File: src/rtl/irqc_pkg.sv
package irqc_pkg;
  typedef enum logic [1:0] {
    CFG_READY,
    CFG_BASE,
    CFG_LINK,
    CFG_MODE
  } cfg_state_t;

  localparam int unsigned MODE_AUTO_BIT  = 1;
  localparam int unsigned MODE_SUB_BIT   = 2;
  localparam int unsigned CMD_SETUP_BIT  = 4;
  localparam int unsigned CMD_SEL_BIT    = 3;
  localparam logic [2:0]  CMD_EOI_CODE   = 3'b011;
endpackage

File: src/rtl/irqc_cfg.sv
module irqc_cfg
  import irqc_pkg::*;
#(
  parameter int unsigned N_IN = 8,
  parameter int unsigned DW   = 8,
  localparam int unsigned IDX_W = $clog2(N_IN)
) (
  input  logic                clk,
  input  logic                rst,
  input  logic                wr_i,
  input  logic                addr_i,
  input  logic [DW-1:0]       wdata_i,
  output logic [N_IN-1:0]     mask_o,
  output logic [DW-IDX_W-1:0] base_o,
  output logic [N_IN-1:0]     link_o,
  output logic                auto_o,
  output logic                sub_o,
  output logic                rd_isr_o,
  output logic                setup_o,
  output logic                eoi_o,
  output logic [IDX_W-1:0]    eoi_lvl_o
);
  cfg_state_t              state_q;
  logic [N_IN-1:0]         mask_q;
  logic [DW-IDX_W-1:0]     base_q;
  logic [N_IN-1:0]         link_q;
  logic                    auto_q;
  logic                    sub_q;
  logic                    rd_isr_q;
  logic                    cmd_wr;
  logic                    dat_wr;

  assign cmd_wr = wr_i && !addr_i;
  assign dat_wr = wr_i && addr_i;

  always_ff @(posedge clk) begin
    if (rst) begin
      state_q  <= CFG_READY;
      mask_q   <= '1;
      base_q   <= '0;
      link_q   <= '0;
      auto_q   <= 1'b0;
      sub_q    <= 1'b0;
      rd_isr_q <= 1'b0;
    end else if (cmd_wr) begin
      if (wdata_i[CMD_SETUP_BIT]) begin
        state_q  <= CFG_BASE;
        rd_isr_q <= 1'b0;
      end else if (wdata_i[CMD_SEL_BIT] && wdata_i[1]) begin
        rd_isr_q <= wdata_i[0];
      end
    end else if (dat_wr) begin
      unique case (state_q)
        CFG_BASE: begin
          base_q  <= wdata_i[DW-1:IDX_W];
          state_q <= CFG_LINK;
        end
        CFG_LINK: begin
          link_q  <= wdata_i[N_IN-1:0];
          state_q <= CFG_MODE;
        end
        CFG_MODE: begin
          auto_q  <= wdata_i[MODE_AUTO_BIT];
          sub_q   <= wdata_i[MODE_SUB_BIT];
          state_q <= CFG_READY;
        end
        default: mask_q <= wdata_i[N_IN-1:0];
      endcase
    end
  end

  always_comb begin
    setup_o   = cmd_wr && wdata_i[CMD_SETUP_BIT];
    eoi_o     = cmd_wr && !wdata_i[CMD_SETUP_BIT] && !wdata_i[CMD_SEL_BIT]
                && (wdata_i[7:5] == CMD_EOI_CODE);
    eoi_lvl_o = wdata_i[IDX_W-1:0];
  end

  assign mask_o   = mask_q;
  assign base_o   = base_q;
  assign link_o   = link_q;
  assign auto_o   = auto_q;
  assign sub_o    = sub_q;
  assign rd_isr_o = rd_isr_q;

  // setup words never disturb the mask
  p_setup_keeps_mask_r2: assert property (@(posedge clk) disable iff (rst)
    dat_wr && (state_q != CFG_READY) |=> $stable(mask_q));

  // the mode word closes the sequence
  p_setup_ends_r2: assert property (@(posedge clk) disable iff (rst)
    dat_wr && !cmd_wr && (state_q == CFG_MODE) |=> state_q == CFG_READY);
endmodule

File: src/rtl/irqc_edge.sv
module irqc_edge #(
  parameter int unsigned N_IN = 8
) (
  input  logic            clk,
  input  logic            rst,
  input  logic [N_IN-1:0] irq_i,
  input  logic            clr_all_i,
  input  logic [N_IN-1:0] ack_clr_i,
  output logic [N_IN-1:0] irr_o
);
  logic [N_IN-1:0] prev_q;
  logic [N_IN-1:0] irr_q;
  logic [N_IN-1:0] rise;

  assign rise = irq_i & ~prev_q;

  always_ff @(posedge clk) begin
    if (rst) begin
      prev_q <= '0;
      irr_q  <= '0;
    end else begin
      prev_q <= irq_i;
      if (clr_all_i) irr_q <= '0;
      else           irr_q <= (irr_q | rise) & irq_i & ~ack_clr_i;
    end
  end

  assign irr_o = irr_q;

  // an input seen low leaves no pending request behind
  p_drop_clears_r4: assert property (@(posedge clk) disable iff (rst)
    1'b1 |=> (irr_q & ~$past(irq_i)) == '0);
endmodule

File: src/rtl/irqc_arbiter.sv
module irqc_arbiter #(
  parameter int unsigned N_IN = 8,
  localparam int unsigned IDX_W = $clog2(N_IN)
) (
  input  logic [N_IN-1:0]  irr_i,
  input  logic [N_IN-1:0]  mask_i,
  input  logic [N_IN-1:0]  isr_i,
  output logic             hit_o,
  output logic [IDX_W-1:0] idx_o
);
  logic [N_IN-1:0] cand;
  logic            blk;

  assign cand = irr_i & ~mask_i;

  always_comb begin
    hit_o = 1'b0;
    idx_o = '0;
    blk   = 1'b0;
    for (int i = 0; i < N_IN; i++) begin
      if (isr_i[i]) blk = 1'b1;
      if (!blk && !hit_o && cand[i]) begin
        hit_o = 1'b1;
        idx_o = IDX_W'(i);
      end
    end
  end
endmodule

File: src/rtl/irqc_service.sv
module irqc_service #(
  parameter int unsigned N_IN = 8,
  parameter int unsigned DW   = 8,
  localparam int unsigned IDX_W = $clog2(N_IN)
) (
  input  logic                clk,
  input  logic                rst,
  input  logic                setup_i,
  input  logic                ack_i,
  input  logic [IDX_W-1:0]    cas_sel_i,
  input  logic                cas_stb_i,
  input  logic                sub_i,
  input  logic                auto_i,
  input  logic [N_IN-1:0]     link_i,
  input  logic [DW-IDX_W-1:0] base_i,
  input  logic                hit_i,
  input  logic [IDX_W-1:0]    idx_i,
  input  logic                eoi_i,
  input  logic [IDX_W-1:0]    eoi_lvl_i,
  output logic [N_IN-1:0]     isr_o,
  output logic [N_IN-1:0]     ack_clr_o,
  output logic [DW-1:0]       vec_o,
  output logic                vec_vld_o,
  output logic [IDX_W-1:0]    cas_id_o,
  output logic                cas_stb_o
);
  logic [N_IN-1:0]  isr_q;
  logic [N_IN-1:0]  win_1h;
  logic [N_IN-1:0]  set_v;
  logic [N_IN-1:0]  eoi_v;
  logic             ack_go;
  logic             to_sub;
  logic [IDX_W-1:0] vec_low;

  always_comb begin
    ack_go    = sub_i ? (cas_stb_i && (cas_sel_i == link_i[IDX_W-1:0])) : ack_i;
    to_sub    = !sub_i && hit_i && link_i[idx_i];
    win_1h    = N_IN'(1) << idx_i;
    ack_clr_o = (ack_go && hit_i) ? win_1h : '0;
    set_v     = (ack_go && hit_i && !auto_i) ? win_1h : '0;
    eoi_v     = eoi_i ? (N_IN'(1) << eoi_lvl_i) : '0;
    vec_low   = hit_i ? idx_i : {IDX_W{1'b1}};
  end

  always_ff @(posedge clk) begin
    if (rst) begin
      isr_q     <= '0;
      vec_o     <= '0;
      vec_vld_o <= 1'b0;
      cas_id_o  <= '0;
      cas_stb_o <= 1'b0;
    end else begin
      if (setup_i) isr_q <= '0;
      else         isr_q <= (isr_q & ~eoi_v) | set_v;
      vec_vld_o <= ack_go && !to_sub;
      vec_o     <= {base_i, vec_low};
      cas_stb_o <= ack_go && to_sub;
      cas_id_o  <= idx_i;
    end
  end

  assign isr_o = isr_q;

  // the winning level is recorded as in service
  p_ack_sets_isr_r6: assert property (@(posedge clk) disable iff (rst)
    ack_go && hit_i && !auto_i && !setup_i |=> isr_q[$past(idx_i)]);

  // a specific end-of-interrupt retires its level
  p_eoi_clears_r8: assert property (@(posedge clk) disable iff (rst)
    eoi_i && !ack_go && !setup_i |=> !isr_q[$past(eoi_lvl_i)]);

  // automatic mode never records service
  p_auto_no_isr_r9: assert property (@(posedge clk) disable iff (rst)
    ack_go && auto_i && !eoi_i && !setup_i |=> isr_q == $past(isr_q));

  // an empty acknowledge reports the lowest level and touches nothing
  p_spurious_r10: assert property (@(posedge clk) disable iff (rst)
    ack_go && !hit_i && !eoi_i && !setup_i
    |=> vec_vld_o && (vec_o[IDX_W-1:0] == {IDX_W{1'b1}}) && (isr_q == $past(isr_q)));

  // a cascade strobe only ever names a linked input of a master
  p_cas_target_r11: assert property (@(posedge clk) disable iff (rst)
    cas_stb_o |-> link_i[cas_id_o] && !sub_i && !vec_vld_o);

  // a subordinate without a strobe never emits a vector
  p_sub_ignores_ack_r12: assert property (@(posedge clk) disable iff (rst)
    sub_i && !cas_stb_i && $stable(sub_i) |=> !vec_vld_o);
endmodule

File: src/rtl/prio_irq_ctrl.sv
module prio_irq_ctrl #(
  parameter int unsigned N_IN = 8,
  parameter int unsigned DW   = 8,
  localparam int unsigned IDX_W = $clog2(N_IN)
) (
  input  logic             clk,
  input  logic             rst,
  input  logic             bus_wr,
  input  logic             bus_rd,
  input  logic             bus_addr,
  input  logic [DW-1:0]    bus_wdata,
  output logic [DW-1:0]    bus_rdata,
  input  logic [N_IN-1:0]  irq_in,
  output logic             int_req,
  input  logic             int_ack,
  output logic [DW-1:0]    vec_out,
  output logic             vec_valid,
  input  logic [IDX_W-1:0] cas_id_in,
  input  logic             cas_stb_in,
  output logic [IDX_W-1:0] cas_id_out,
  output logic             cas_stb_out
);
  logic [N_IN-1:0]     mask_w;
  logic [DW-IDX_W-1:0] base_w;
  logic [N_IN-1:0]     link_w;
  logic                auto_w;
  logic                sub_w;
  logic                rd_isr_w;
  logic                setup_w;
  logic                eoi_w;
  logic [IDX_W-1:0]    eoi_lvl_w;
  logic [N_IN-1:0]     irr_w;
  logic [N_IN-1:0]     isr_w;
  logic [N_IN-1:0]     ack_clr_w;
  logic                hit_w;
  logic [IDX_W-1:0]    idx_w;
  logic                int_req_q;
  logic [DW-1:0]       rdata_q;

  irqc_cfg #(.N_IN(N_IN), .DW(DW)) u_cfg (
    .clk       (clk),
    .rst       (rst),
    .wr_i      (bus_wr),
    .addr_i    (bus_addr),
    .wdata_i   (bus_wdata),
    .mask_o    (mask_w),
    .base_o    (base_w),
    .link_o    (link_w),
    .auto_o    (auto_w),
    .sub_o     (sub_w),
    .rd_isr_o  (rd_isr_w),
    .setup_o   (setup_w),
    .eoi_o     (eoi_w),
    .eoi_lvl_o (eoi_lvl_w)
  );

  irqc_edge #(.N_IN(N_IN)) u_edge (
    .clk       (clk),
    .rst       (rst),
    .irq_i     (irq_in),
    .clr_all_i (setup_w),
    .ack_clr_i (ack_clr_w),
    .irr_o     (irr_w)
  );

  irqc_arbiter #(.N_IN(N_IN)) u_arb (
    .irr_i  (irr_w),
    .mask_i (mask_w),
    .isr_i  (isr_w),
    .hit_o  (hit_w),
    .idx_o  (idx_w)
  );

  irqc_service #(.N_IN(N_IN), .DW(DW)) u_svc (
    .clk       (clk),
    .rst       (rst),
    .setup_i   (setup_w),
    .ack_i     (int_ack),
    .cas_sel_i (cas_id_in),
    .cas_stb_i (cas_stb_in),
    .sub_i     (sub_w),
    .auto_i    (auto_w),
    .link_i    (link_w),
    .base_i    (base_w),
    .hit_i     (hit_w),
    .idx_i     (idx_w),
    .eoi_i     (eoi_w),
    .eoi_lvl_i (eoi_lvl_w),
    .isr_o     (isr_w),
    .ack_clr_o (ack_clr_w),
    .vec_o     (vec_out),
    .vec_vld_o (vec_valid),
    .cas_id_o  (cas_id_out),
    .cas_stb_o (cas_stb_out)
  );

  always_ff @(posedge clk) begin
    if (rst) begin
      int_req_q <= 1'b0;
      rdata_q   <= '0;
    end else begin
      int_req_q <= hit_w && !setup_w;
      if (bus_rd) begin
        if (bus_addr)      rdata_q <= DW'(mask_w);
        else if (rd_isr_w) rdata_q <= DW'(isr_w);
        else               rdata_q <= DW'(irr_w);
      end
    end
  end

  assign int_req   = int_req_q;
  assign bus_rdata = rdata_q;

  // a fully closed mask keeps the request line quiet
  p_mask_all_quiet_r13: assert property (@(posedge clk) disable iff (rst)
    ($past(mask_w) == '1) |-> !int_req_q);

  // reset leaves the request line low
  p_reset_quiet_r1: assert property (@(posedge clk)
    $past(rst) |-> !int_req_q);
endmodule

File: config.mk
export PLATFORM = sky130hd
export DESIGN_NAME = prio_irq_ctrl
export DESIGN_NICKNAME = d
export VERILOG_FILES = /design/src/rtl/irqc_pkg.sv /design/src/rtl/irqc_cfg.sv /design/src/rtl/irqc_edge.sv /design/src/rtl/irqc_arbiter.sv /design/src/rtl/irqc_service.sv /design/src/rtl/prio_irq_ctrl.sv
export SDC_FILE = /design/constraint.sdc
export NUM_CORES = 1
export LEC_CHECK = 0
export ABC_AREA = 1
export ABC_CLOCK_PERIOD_IN_PS = 3300
export BUFFER_PORTS_ARGS = -buffer_cell sky130_fd_sc_hd__buf_2
export CAP_MARGIN = 10
export CORE_AREA = 2 2 83 85
export CTS_CLUSTER_DIAMETER = 200
export DETAILED_ROUTE_END_ITERATION = 10
export DIE_AREA = 0 0 85 87
export PLACE_DENSITY = 0.7
export SLEW_MARGIN = 15
export SYNTH_ARGS = -nofsm -noshare
export SYNTH_HDL_FRONTEND = slang
export SYNTH_SLANG_ARGS = --single-unit
File: constraint.sdc
create_clock -name clk -period 3.3 [get_ports clk]
set_clock_uncertainty 0.1 [all_clocks]
set_input_delay 0 -clock clk [delete_from_list [all_inputs] [get_ports clk]]
set_output_delay 0 -clock clk [all_outputs]
set_load 0.01 [all_outputs]
* Yosys cells after proc, flatten, opt, wreduce, memory -nomap -nowiden
Cells that the tools add are included.
** Storage, ports and cells
- Bits in registers :: 72
- Output and inout bits :: 22
- Logic and storage cells :: 139
** Cells by class
- Order comparisons :: 1
- Equality and inequality tests :: 6
- Shift-type cells :: 2
- Mux-type cells :: 38
- Bitwise operators :: 13
- Reduce and logical (&&, ||, !) cells :: 63
** Operators by type and width (count)
- $and 8x8->8 :: 5
- $mux 8 :: 5
- $not 8->8 :: 4
- $logic_and 1x1->1 :: 30
- $logic_not 1->1 :: 22
- $mux 1 :: 21
- $or 8x8->8 :: 2
- $shl 1x3->8 const A :: 2
- $mux 3 :: 5
- $reduce_and 3->1 :: 5
- $mux 2 :: 5
- $pmux 2 s3 :: 1
- $eq 2x2->1 const B :: 2
- $lt 3x4->1 const B :: 1
- $reduce_bool 2->1 :: 2
- $reduce_bool 4->1 :: 1
- $bmux 1 s3 :: 1
- $eq 3x2->1 const B :: 1
- $eq 3x3->1 :: 1
- $reduce_or 3->1 :: 1
- $eq 2x1->1 const B :: 1
- $ne 2x2->1 const B :: 1
- $not 1->1 :: 2
- $reduce_and 2->1 :: 1
- $reduce_or 2->1 :: 1

* Depth between registers and ports, before layout
Gate-level depths: netlist (run 1).
- Depth in word-level cells :: 37
- Mapped depth :: 17
- Mapped depth without buffers :: 17

* By module
From an unflattened synthesis (run 1), not the netlist that was laid out.
** Second synthesis, totals
- Cells, all modules :: 498
- Area, all modules :: 3565.9 um^2
** Modules (own cells, without submodules)
- irqc_cfg :: times used 1, cells an instance 143, area an instance 1111.1 um^2, sequential area each 520.5 um^2
- irqc_service :: times used 1, cells an instance 144, area an instance 993.5 um^2, sequential area each 420.4 um^2
- irqc_edge :: times used 1, cells an instance 74, area an instance 646.9 um^2, sequential area each 320.3 um^2
- prio_irq_ctrl :: times used 1, cells an instance 81, area an instance 495.5 um^2, sequential area each 180.2 um^2
- irqc_arbiter :: times used 1, cells an instance 56, area an instance 319.1 um^2, sequential area each 0.0 um^2

* Least setup slack after synthesis (run 1)
Ideal clock, no wire load.
- Kind :: flip-flop to flip-flop
- Start :: register u_svc.isr_q[0], in the netlist u_svc.isr_o[0]
- End :: register u_svc.vec_vld_o
- Setup time :: 0.109 ns
- Arrival :: 1.541 ns
- Required time :: 3.091 ns
- Slack :: 1.550 ns
- Stages on the path, launching flop included :: 17
- Buffers on the path :: 0
- Path through :: dfxtp_1 -> nor2_4 -> nand2_1 -> nor2_2 -> nor2_4 -> nand2_2 -> o21ai_2 -> nor2_4 -> nand2_2 -> nand2_1 -> nand2_1 -> nand2_1 -> nand2_1 -> nand2_1 -> nand3_2 -> nand2_1 -> inv_1
** Between the ends
- Cells in the longest elaborated chain, start to end :: 37
- Elaborated cells on any way between the ends :: 59
- Classes of those cells :: mux (25); reduce/logical (34)
** RTL lines
- start, declared :: line irqc_service.sv:27 : logic [N_IN-1:0] isr_q;
- start signal, assigned :: line irqc_service.sv:54 : else isr_q <= (isr_q & ~eoi_v) | set_v;
- $mux 1 * :: line irqc_arbiter.sv:21 : if (isr_i[i]) blk = 1'b1;
- $logic_not 1->1 :: line irqc_arbiter.sv:22 : if (!blk && !hit_o && cand[i]) begin
- $logic_and 1x1->1 :: line irqc_arbiter.sv:22
- $mux 1 :: line irqc_arbiter.sv:22
- $logic_not 1->1 :: line irqc_arbiter.sv:22
- $logic_and 1x1->1 (2 in series) :: line irqc_arbiter.sv:22
- $mux 1 :: line irqc_arbiter.sv:22
- $logic_not 1->1 :: line irqc_arbiter.sv:22
- [19 not listed]
- $logic_not 1->1 :: line irqc_arbiter.sv:22
- $logic_and 1x1->1 (2 in series) :: line irqc_arbiter.sv:22
- $mux 3 :: line irqc_arbiter.sv:22
- $bmux 1 s3 :: line irqc_service.sv:37 : to_sub = !sub_i && hit_i && link_i[idx_i];
- $mux 1 (implied by the code) :: line irqc_service.sv:37
- $logic_and 1x1->1 * :: line irqc_service.sv:37
- $logic_not 1->1 * :: line irqc_service.sv:55 : vec_vld_o <= ack_go && !to_sub;
- $logic_and 1x1->1 * :: line irqc_service.sv:55
- end signal, assigned :: line irqc_service.sv:55
- end, declared :: line irqc_service.sv:23 : output logic vec_vld_o,
Mark *: on every way between the ends. The rest lies on a longest branch, timed or not. The select of a mux whose other input is x is not followed.
A chain may end at the register's enable or synchronous reset.

* Final worst setup path (run 1)
- Start :: input bus_addr
- End :: register u_edge.irr_q[3], in the netlist u_edge.irr_o[3]
** Between the ends
- Cells in the longest elaborated chain, start to end :: 4
** RTL lines
- start, declared :: line prio_irq_ctrl.sv:10 : input logic bus_addr,
- $logic_not 1->1 :: line irqc_cfg.sv:33 : assign cmd_wr = wr_i && !addr_i;
- $logic_and 1x1->1 :: line irqc_cfg.sv:33
- $logic_and 1x1->1 :: line irqc_cfg.sv:73 : setup_o = cmd_wr && wdata_i[CMD_SETUP_BIT];
- $reduce_or 2->1 (no line)
- end signal, assigned :: line irqc_edge.sv:24 : else irr_q <= (irr_q | rise) & irq_i & ~ack_clr_i;
- end, declared :: line irqc_edge.sv:12 : logic [N_IN-1:0] irr_q;
No other way between the ends.

==> results of run 1 <==
-- per-stage QoR --
| step | power (uW) | hold WS (ns) | cell area (sq um) | std cells |
|---|---|---|---|---|
| after detailed placement | 1190 | 0.127 | 3480 | 540 |
| after CTS | 1920 | 0.0238 | 3900 | 578 |
| final | 1900 | 0.0217 | 3900 | 578 |
| after global routing | 1990 | 0.0738 | 3900 | 578 |
| after global placement | 1180 | 0.110 | 3480 | 540 |
| after floorplan | 1110 | 0.00697 | 3190 | 426 |
-- cells in the mapped netlist (2+ instances only) --
library cell,count
clkbuf_1,10
inv_2,6
nand4_1,7
nand2_2,5
a31oi_1,8
o21ai_0,34
nor3_1,5
nor2_2,5
buf_1,3
nor2_1,33
inv_1,67
ha_1,5
nand3_2,2
a21oi_1,32
o2111ai_1,2
nor2_4,5
o31ai_1,2
nand2_1,81
dfxtp_1,72
nand3_1,15
o41ai_1,6
o211ai_1,11
-- power by group through the flow --
stage / Sequential, uW / Clock (uW) / Combinational [uW]
floorplan: 960 / 0 / 151
global placement: 954 / 0 / 230
detailed placement: 956 / 0 / 234
CTS: 935 / 728 / 254
global route: 940 / 759 / 287
finish: 935 / 714 / 254
-- worst reg2reg max path, cell delays in order, from the launching register on --
cell      delay, ns
dfxtp_1        0.41
inv_1          0.10
nand3b_2       0.12
nand2_2        0.10
nor2_4         0.13
nand3_4        0.11
nor2_4         0.12
nand3_2        0.14
nand2_2        0.16
nand2_1        0.06
nand2_1        0.06
nand2_1        0.07
nand2_1        0.07
nand2_1        0.06
nand3_2        0.08
nor2_1         0.04
-- metal layers --
| layer | vias to the layer above | global-route usage (%) |
|---|---|---|
| li1 | 1521 | - |
| met1 | 1384 | 29.1 |
| met2 | 79 | 38.9 |
| met3 | 15 | 3.70 |
| met4 | 0 | 10.2 |
| met5 | - | 0 |
-- flip-flops by register name, summed over array words and instances (netlist names) --
name,cells
u_edge.prev_q,8
u_svc.isr_o,8
u_cfg.mask_o,8
u_cfg.link_o,8
u_cfg.rd_isr_o,1
u_cfg.auto_o,1
u_cfg.sub_o,1
u_cfg.base_o,5
u_svc.vec_vld_o,1
bus_rdata,8
u_cfg.state_q,2
int_req,1
u_svc.cas_id_o,3
u_edge.irr_o,8
u_svc.vec_o,8
u_svc.cas_stb_o,1
-- cell type report --
type,instances,area [sq um],share of cell area (%)
flip-flops and latches,72,1440,36.9
multi-input cells,266,1420,36.3
repair buffers,70,463,11.9
inverters,74,278,7.12
clock buffers,9,124,3.17
well taps,80,100,2.56
clock inverters,7,81.3,2.08
-- cell families (layout without fill, tap and decap cells) --
family	Yosys count	count (layout)
buffers and inverters	88	160
and+or+nand+nor	162	162
adders and majority gates	5	5
DFF	72	72
AOI/OAI and AO/OA	99	99
-- worst max path at each step --
stage	cells after the start	end	slack [ns]
6_report	10	u_edge.irr_o[3]	1.21
5_1_grt	10	u_edge.irr_o[3]	0.98
4_1_cts	10	u_edge.irr_o[3]	1.19
3_5_place_dp	9	u_svc.isr_o[0]	1.31
3_3_place_gp	9	u_edge.irr_o[3]	1.36
2_1_floorplan	16	u_svc.vec_vld_o	1.55
==> results.cfg, run 1 <==
[routing]
drtIter0Drc = 148
wire_per_inst_um = 14.0
drc = 0
top_layer_used = met4
vias = 2999
vias_per_cell = 5.19
met3_wirelength_um = 383
routed-wl-met2_mm = 3.78
wirelength_mm = 8.08
first_pass_iters = 5
drt-met1-wl_mm = 3.75
drtAntennaViolNets = 0

[yosys]
ys_top_cells_by_area = dfxtp_1 (45%), nand2_1 (9.5%), inv_1 (7.9%)
syn_nets = 457
yosysTopAreaCell = dfxtp_1
synth_mux_area_share_pct = 0
yosys.area_share.simple_pct = 23.7
syn_area_per_cell_sq_um = 7.48
syn_area_sq_um = 3190
synth_top_family_by_area = simple AND/OR/NAND/NOR gates
synthCells = 426
synth_edf_count = 0
synth_compound_area_share_pct = 18.7
synth_top_area_share_pct = 45.2
synthAdderAreaFrac_pct = 1.96
ys.flop_type = dfxtp_1
async_flop_share_pct = 0
synth_xor_area_share_pct = 0
yosys_register_bits = 72
seq_area_frac_synth_pct = 45.2
yosysWarningCount = 0
synth.distinct_cells = 32

[cts]
cts_buffer_depth = 2
path_clk_slew_ns = 0.08
cts_made_buffers = 9
cts.sink_count = 72
worstSkewPairLatency_ns = 0.36
cts_root_buf = clkbuf_8
h-tree-depth = 3
post_cts_resize_count = 0
post-cts-setup-buffers = 0
holdBufCountCts = 22
cts_tree = built

[setup_path]
critPathKind = input port to flop
cpPeakStageDelay_ns = 0.52
cp-start-kind = input port
worst_r2r_path_depth = 15
worst_r2r_startpoint = u_svc.isr_o[0]
path_buf_inv = 6
cp.arrival_ns = 2.30
crit_path_top_delay_cell = dlygate4sd3_1
rr_endpoint = u_svc.cas_stb_o
reg2reg_slack_ns = 1.28
crit_required_ns = 3.51
crit_start = bus_addr
crit_path_end_kind = flop
crit_chain = dlygate4sd3_1, buf_2, clkinv_1, nand2_1, inv_1, nand2_1, nand2_1, inv_1, o211ai_1, inv_1
crit_family = buffers and inverters
worst-path-max-fanout = 10

[placed_design]
post-place-ws_ns = 1.31
gp_congestion = 0.951
portBuffers = 47
dp_hpwl_mm = 5.77

[global_route]
grtUsageTotal_pct = 23.0
grt-ovfl-total = 0
grt_pass1_vias = 2842
antenna_found_initial = 0
grt_pass1_wl_mm = 13.3
grt_max_degree = 32

[sta]
rsz0062_at_grt = no
slew_headroom_pct = 64.2
min_period_over_period_pct = 63.4
fmax_mhz = 478
drv_slew = 0
period_minus_slack_ns = 2.09
finalHoldViolCount = 0
fin_tns_setup_ns = 0
fin_ws_ns = 1.21
setup_violations = 0
tightestPinTransition_ns = 0.536

[floorplan]
rows = 30
fp.dieH_um = 87
die-width_um = 85
coreArea_sq_um = 6570
io_pins = 48
die-area_sq_um = 7400
initial_core_util_pct = 48.5

[final_layout]
fillers = 607
fin_util_pct = 59.4
final_cell_mix = nand2_1 (81), dfxtp_1 (72), inv_1 (67)
drive_above_1_share_pct = 18.9
final_common_cell = nand2_1
syn_to_final_growth_pct = 22.4
antenna_cells = 0
finalNetCount = 524

[hold_path]
min_path_cells = 5
whs_endpoint = u_svc.cas_stb_o
min_path_type = input port to flop
min_from = cas_stb_in

[pwr]
p_per_area_nw_per_um2 = 488
pwr-share-comb_pct = 13.4
p_sw_uw = 536
cellLeakagePower_uw = 0.00186
power_frac_clock_pct = 37.5
intPower_uw = 1370
pwr-share-seq_pct = 49.1
peakVddDrop_mv = 0.278
swShare_pct = 28.2

[job]
maxCapViolations = 0

[run_status]
status = finished, final reports clean
(Power assumes the default switching activity.)
==> run 2: changes to the inputs <==
--- a/config.mk
+++ b/config.mk
@@ -5,15 +5,15 @@
 export SDC_FILE = /design/constraint.sdc
 export NUM_CORES = 1
 export LEC_CHECK = 0
-export ABC_AREA = 1
-export ABC_CLOCK_PERIOD_IN_PS = 3300
+export ABC_AREA = 0
+export ABC_CLOCK_PERIOD_IN_PS = 1800
 export BUFFER_PORTS_ARGS = -buffer_cell sky130_fd_sc_hd__buf_2
 export CAP_MARGIN = 10
-export CORE_AREA = 2 2 83 85
+export CORE_AREA = 2 2 84 86
 export CTS_CLUSTER_DIAMETER = 200
 export DETAILED_ROUTE_END_ITERATION = 10
-export DIE_AREA = 0 0 85 87
-export PLACE_DENSITY = 0.7
+export DIE_AREA = 0 0 86 88
+export PLACE_DENSITY = 0.73
 export SLEW_MARGIN = 15
 export SYNTH_ARGS = -nofsm -noshare
 export SYNTH_HDL_FRONTEND = slang
==> constraint.sdc (replaced) <==
create_clock -name clk -period 1.8 [get_ports clk]
set_clock_uncertainty 0.1 [all_clocks]
set_input_delay 0 -clock clk [delete_from_list [all_inputs] [get_ports clk]]
set_output_delay 0 -clock clk [all_outputs]
set_load 0.01 [all_outputs]
==> run 2 against run 1 <==
Area after synthesis is 2.1% higher. The flow now finishes with violations (setup timing). Final area is 22% higher. Global-route usage is 3.3 points higher. Register-to-register slack worse by 1.9 ns. Die area is 2.3% higher. Non-clock buffer count is 61 higher. Sequential cell count stayed put. Critical endpoint is now u_svc.cas_stb_o. Largest power group unchanged. Setup slack worse by 1.8 ns. Critical path type is now flop to flop. Clock power is 86% higher.
==> results.cfg, run 2 <==
[run_status]
status = finished, violations left
violations = setup timing

[setup_path]
critPathKind = flop to flop
worst-path-max-fanout = 4
path_buf_inv = 0
crit_path_end_kind = flop
rr_endpoint = u_svc.cas_stb_o
reg2reg_slack_ns = -0.64
worst_r2r_startpoint = u_edge.irr_o[4]
crit_chain = nor2b_4, or4b_4, nor4_4, or2_4, mux2i_1, a221o_1, a2111oi_2
cp.depth = 7
worst_r2r_path_depth = 7
crit_family = simple AND/OR/NAND/NOR gates
crit_path_top_delay_cell = or4b_4
crit_start = u_edge.irr_o[4]
cpPeakStageDelay_ns = 0.59
cp.arrival_ns = 2.60
crit_required_ns = 1.96
cp-start-kind = flop

[final_layout]
fillers = 477
antenna_cells = 0
finalNetCount = 521
syn_to_final_growth_pct = 46.1
final_common_cell = dfxtp_1
drive_above_1_share_pct = 39.2
final_cell_mix = dfxtp_1 (61), buf_4 (55), buf_2 (47)

[hold_path]
min_from = bus_addr
whs_endpoint = u_cfg.state_q[0]
min_path_cells = 4
min_path_type = input port to flop

[cts]
cts_tree = built
cts_made_buffers = 9
cts.sink_count = 72
cts_buffer_depth = 2
cts_root_buf = clkbuf_8
h-tree-depth = 3
path_clk_slew_ns = 0.08
worstSkewPairLatency_ns = 0.36

[routing]
wire_per_inst_um = 17.1
drtAntennaViolNets = 0
vias_per_cell = 5.49
drtIter0Drc = 190
wirelength_mm = 9.83
drc = 0
first_pass_iters = 4
vias = 3159

[yosys]
syn_nets = 397
async_flop_share_pct = 0
synthCells = 366
yosys-top-cells-count = dfxtp_1 (72), nand2_1 (40), nor2_1 (39)
synth_edf_count = 0
synth.most_common_cell = dfxtp_1
ys.flop_type = dfxtp_1
ys_top_cells_by_area = dfxtp_1 (44%), mux2i_1 (11%), nand2_1 (4.6%)
syn_area_sq_um = 3260
syn_area_per_cell_sq_um = 8.90
yosysWarningCount = 0
synth.distinct_cells = 46
yosys_register_bits = 72
yosysTopAreaCell = dfxtp_1
seq_area_frac_synth_pct = 44.3
synth_top_area_share_pct = 44.3

[sta]
whs_ns = 0.00616
drv_slew = 0
rsz0062_at_grt = yes
fmax_mhz = 410
setup_violations = 21
tightestPinTransition_ns = 0.483
min_period_over_period_pct = 136
finalHoldViolCount = 0
period_minus_slack_ns = 2.44
fin_ws_ns = -0.640
slew_headroom_pct = 67.7

[floorplan]
io_pins = 48
die-area_sq_um = 7570
fp.dieH_um = 88
die-width_um = 86
rows = 30
coreArea_sq_um = 6640
initial_core_util_pct = 49.0

[placed_design]
portBuffers = 47
dp_hpwl_mm = 6.45
gp_congestion = 0.932

[global_route]
grt_pass1_vias = 3079
grt_max_degree = 35
antenna_found_initial = 0
grt-ovfl-total = 0
grt_pass1_wl_mm = 15.4
grtUsageTotal_pct = 26.3

[pwr]
peakVddDrop_mv = 0.522
p_per_area_nw_per_um2 = 781
cellLeakagePower_uw = 0.00213
power_uw = 3720

[job]
maxCapViolations = 0
run 2: worst max path at each step:
stage	end	slack (ns)
after global placement	u_svc.cas_stb_o	-0.54
after detailed placement	u_svc.cas_stb_o	-0.59
final	u_svc.cas_stb_o	-0.64
after CTS	u_svc.cas_stb_o	-0.60
after floorplan	u_svc.cas_stb_o	-0.49
after global routing	u_svc.cas_stb_o	-0.78
run 2: routing by layer:
metal / vias up / share of wire, % / global-route usage, %
met5: - / 0 / 0
met4: 0 / 2.0 / 9.96
met3: 20 / 5.3 / 5.47
met2: 100 / 48 / 43.3
met1: 1523 / 44 / 34.1
li1: 1516 / - / -
run 2: repair_timing:
action / CTS / global route
setup buffers: 6 / 2
endpoints found under the setup margin: 21 / 23
hold buffers: 20 / 0
resized for setup: 44 / 25
hold endpoints to repair: 57 / 0
pin swaps: 12 / 12
run 2: kinds of logic after synthesis:
| family | Yosys count | share of synthesized area [%] |
|---|---|---|
| AOI/OAI and AO/OA | 65 | 12.8 |
| xor gates and xnor gates | 3 | 0.807 |
| adders and majority gates | 5 | 1.92 |
| buffers and inverters | 30 | 3.57 |
| DFF | 72 | 44.3 |
| muxes | 35 | 10.8 |
| and+or+nand+nor | 156 | 25.9 |
run 2: cell type report:
| cell class | instances | area [sq um] | area share [%] |
|---|---|---|---|
| clock buffer | 9 | 124 | 2.60 |
| clock inverter | 7 | 80.1 | 1.68 |
| inverter | 12 | 45.0 | 0.947 |
| multi-input combinational | 264 | 1980 | 41.7 |
| sequential | 72 | 1460 | 30.6 |
| tap | 80 | 100 | 2.10 |
| timing repair buffer | 131 | 967 | 20.3 |
run 2: stage by stage:
| step | TNS, ns | setup WS, ns | cells | util, % | cell area [sq um] |
|---|---|---|---|---|---|
| CTS | -3.00 | -0.600 | 573 | 69.7 | 4630 |
| detailed placement | -5.68 | -0.594 | 532 | 60.6 | 4030 |
| global placement | -5.24 | -0.541 | 532 | 60.6 | 4030 |
| finish | -3.96 | -0.640 | 575 | 71.6 | 4760 |
| floorplan | -2.88 | -0.487 | 366 | - | 3330 |
| global route | -5.31 | -0.775 | 575 | 71.6 | 4760 |
run 2: power by group:
| group | switching [uW] | leakage (uW) | internal, uW |
|---|---|---|---|
| Sequential | 50.9 | 0.000591 | 1670 |
| Combinational | 339 | 0.00144 | 331 |
| Clock | 676 | 0.0000960 | 651 |
run 2: worst reg2reg max path, stage by stage (launching register included):
cell and delay (ns):
dfxtp_2 0.35, nor2b_4 0.14, or4b_4 0.59, nor4_4 0.18, or2_4 0.19, mux2i_1 0.10, a221o_1 0.35, a2111oi_2 0.34
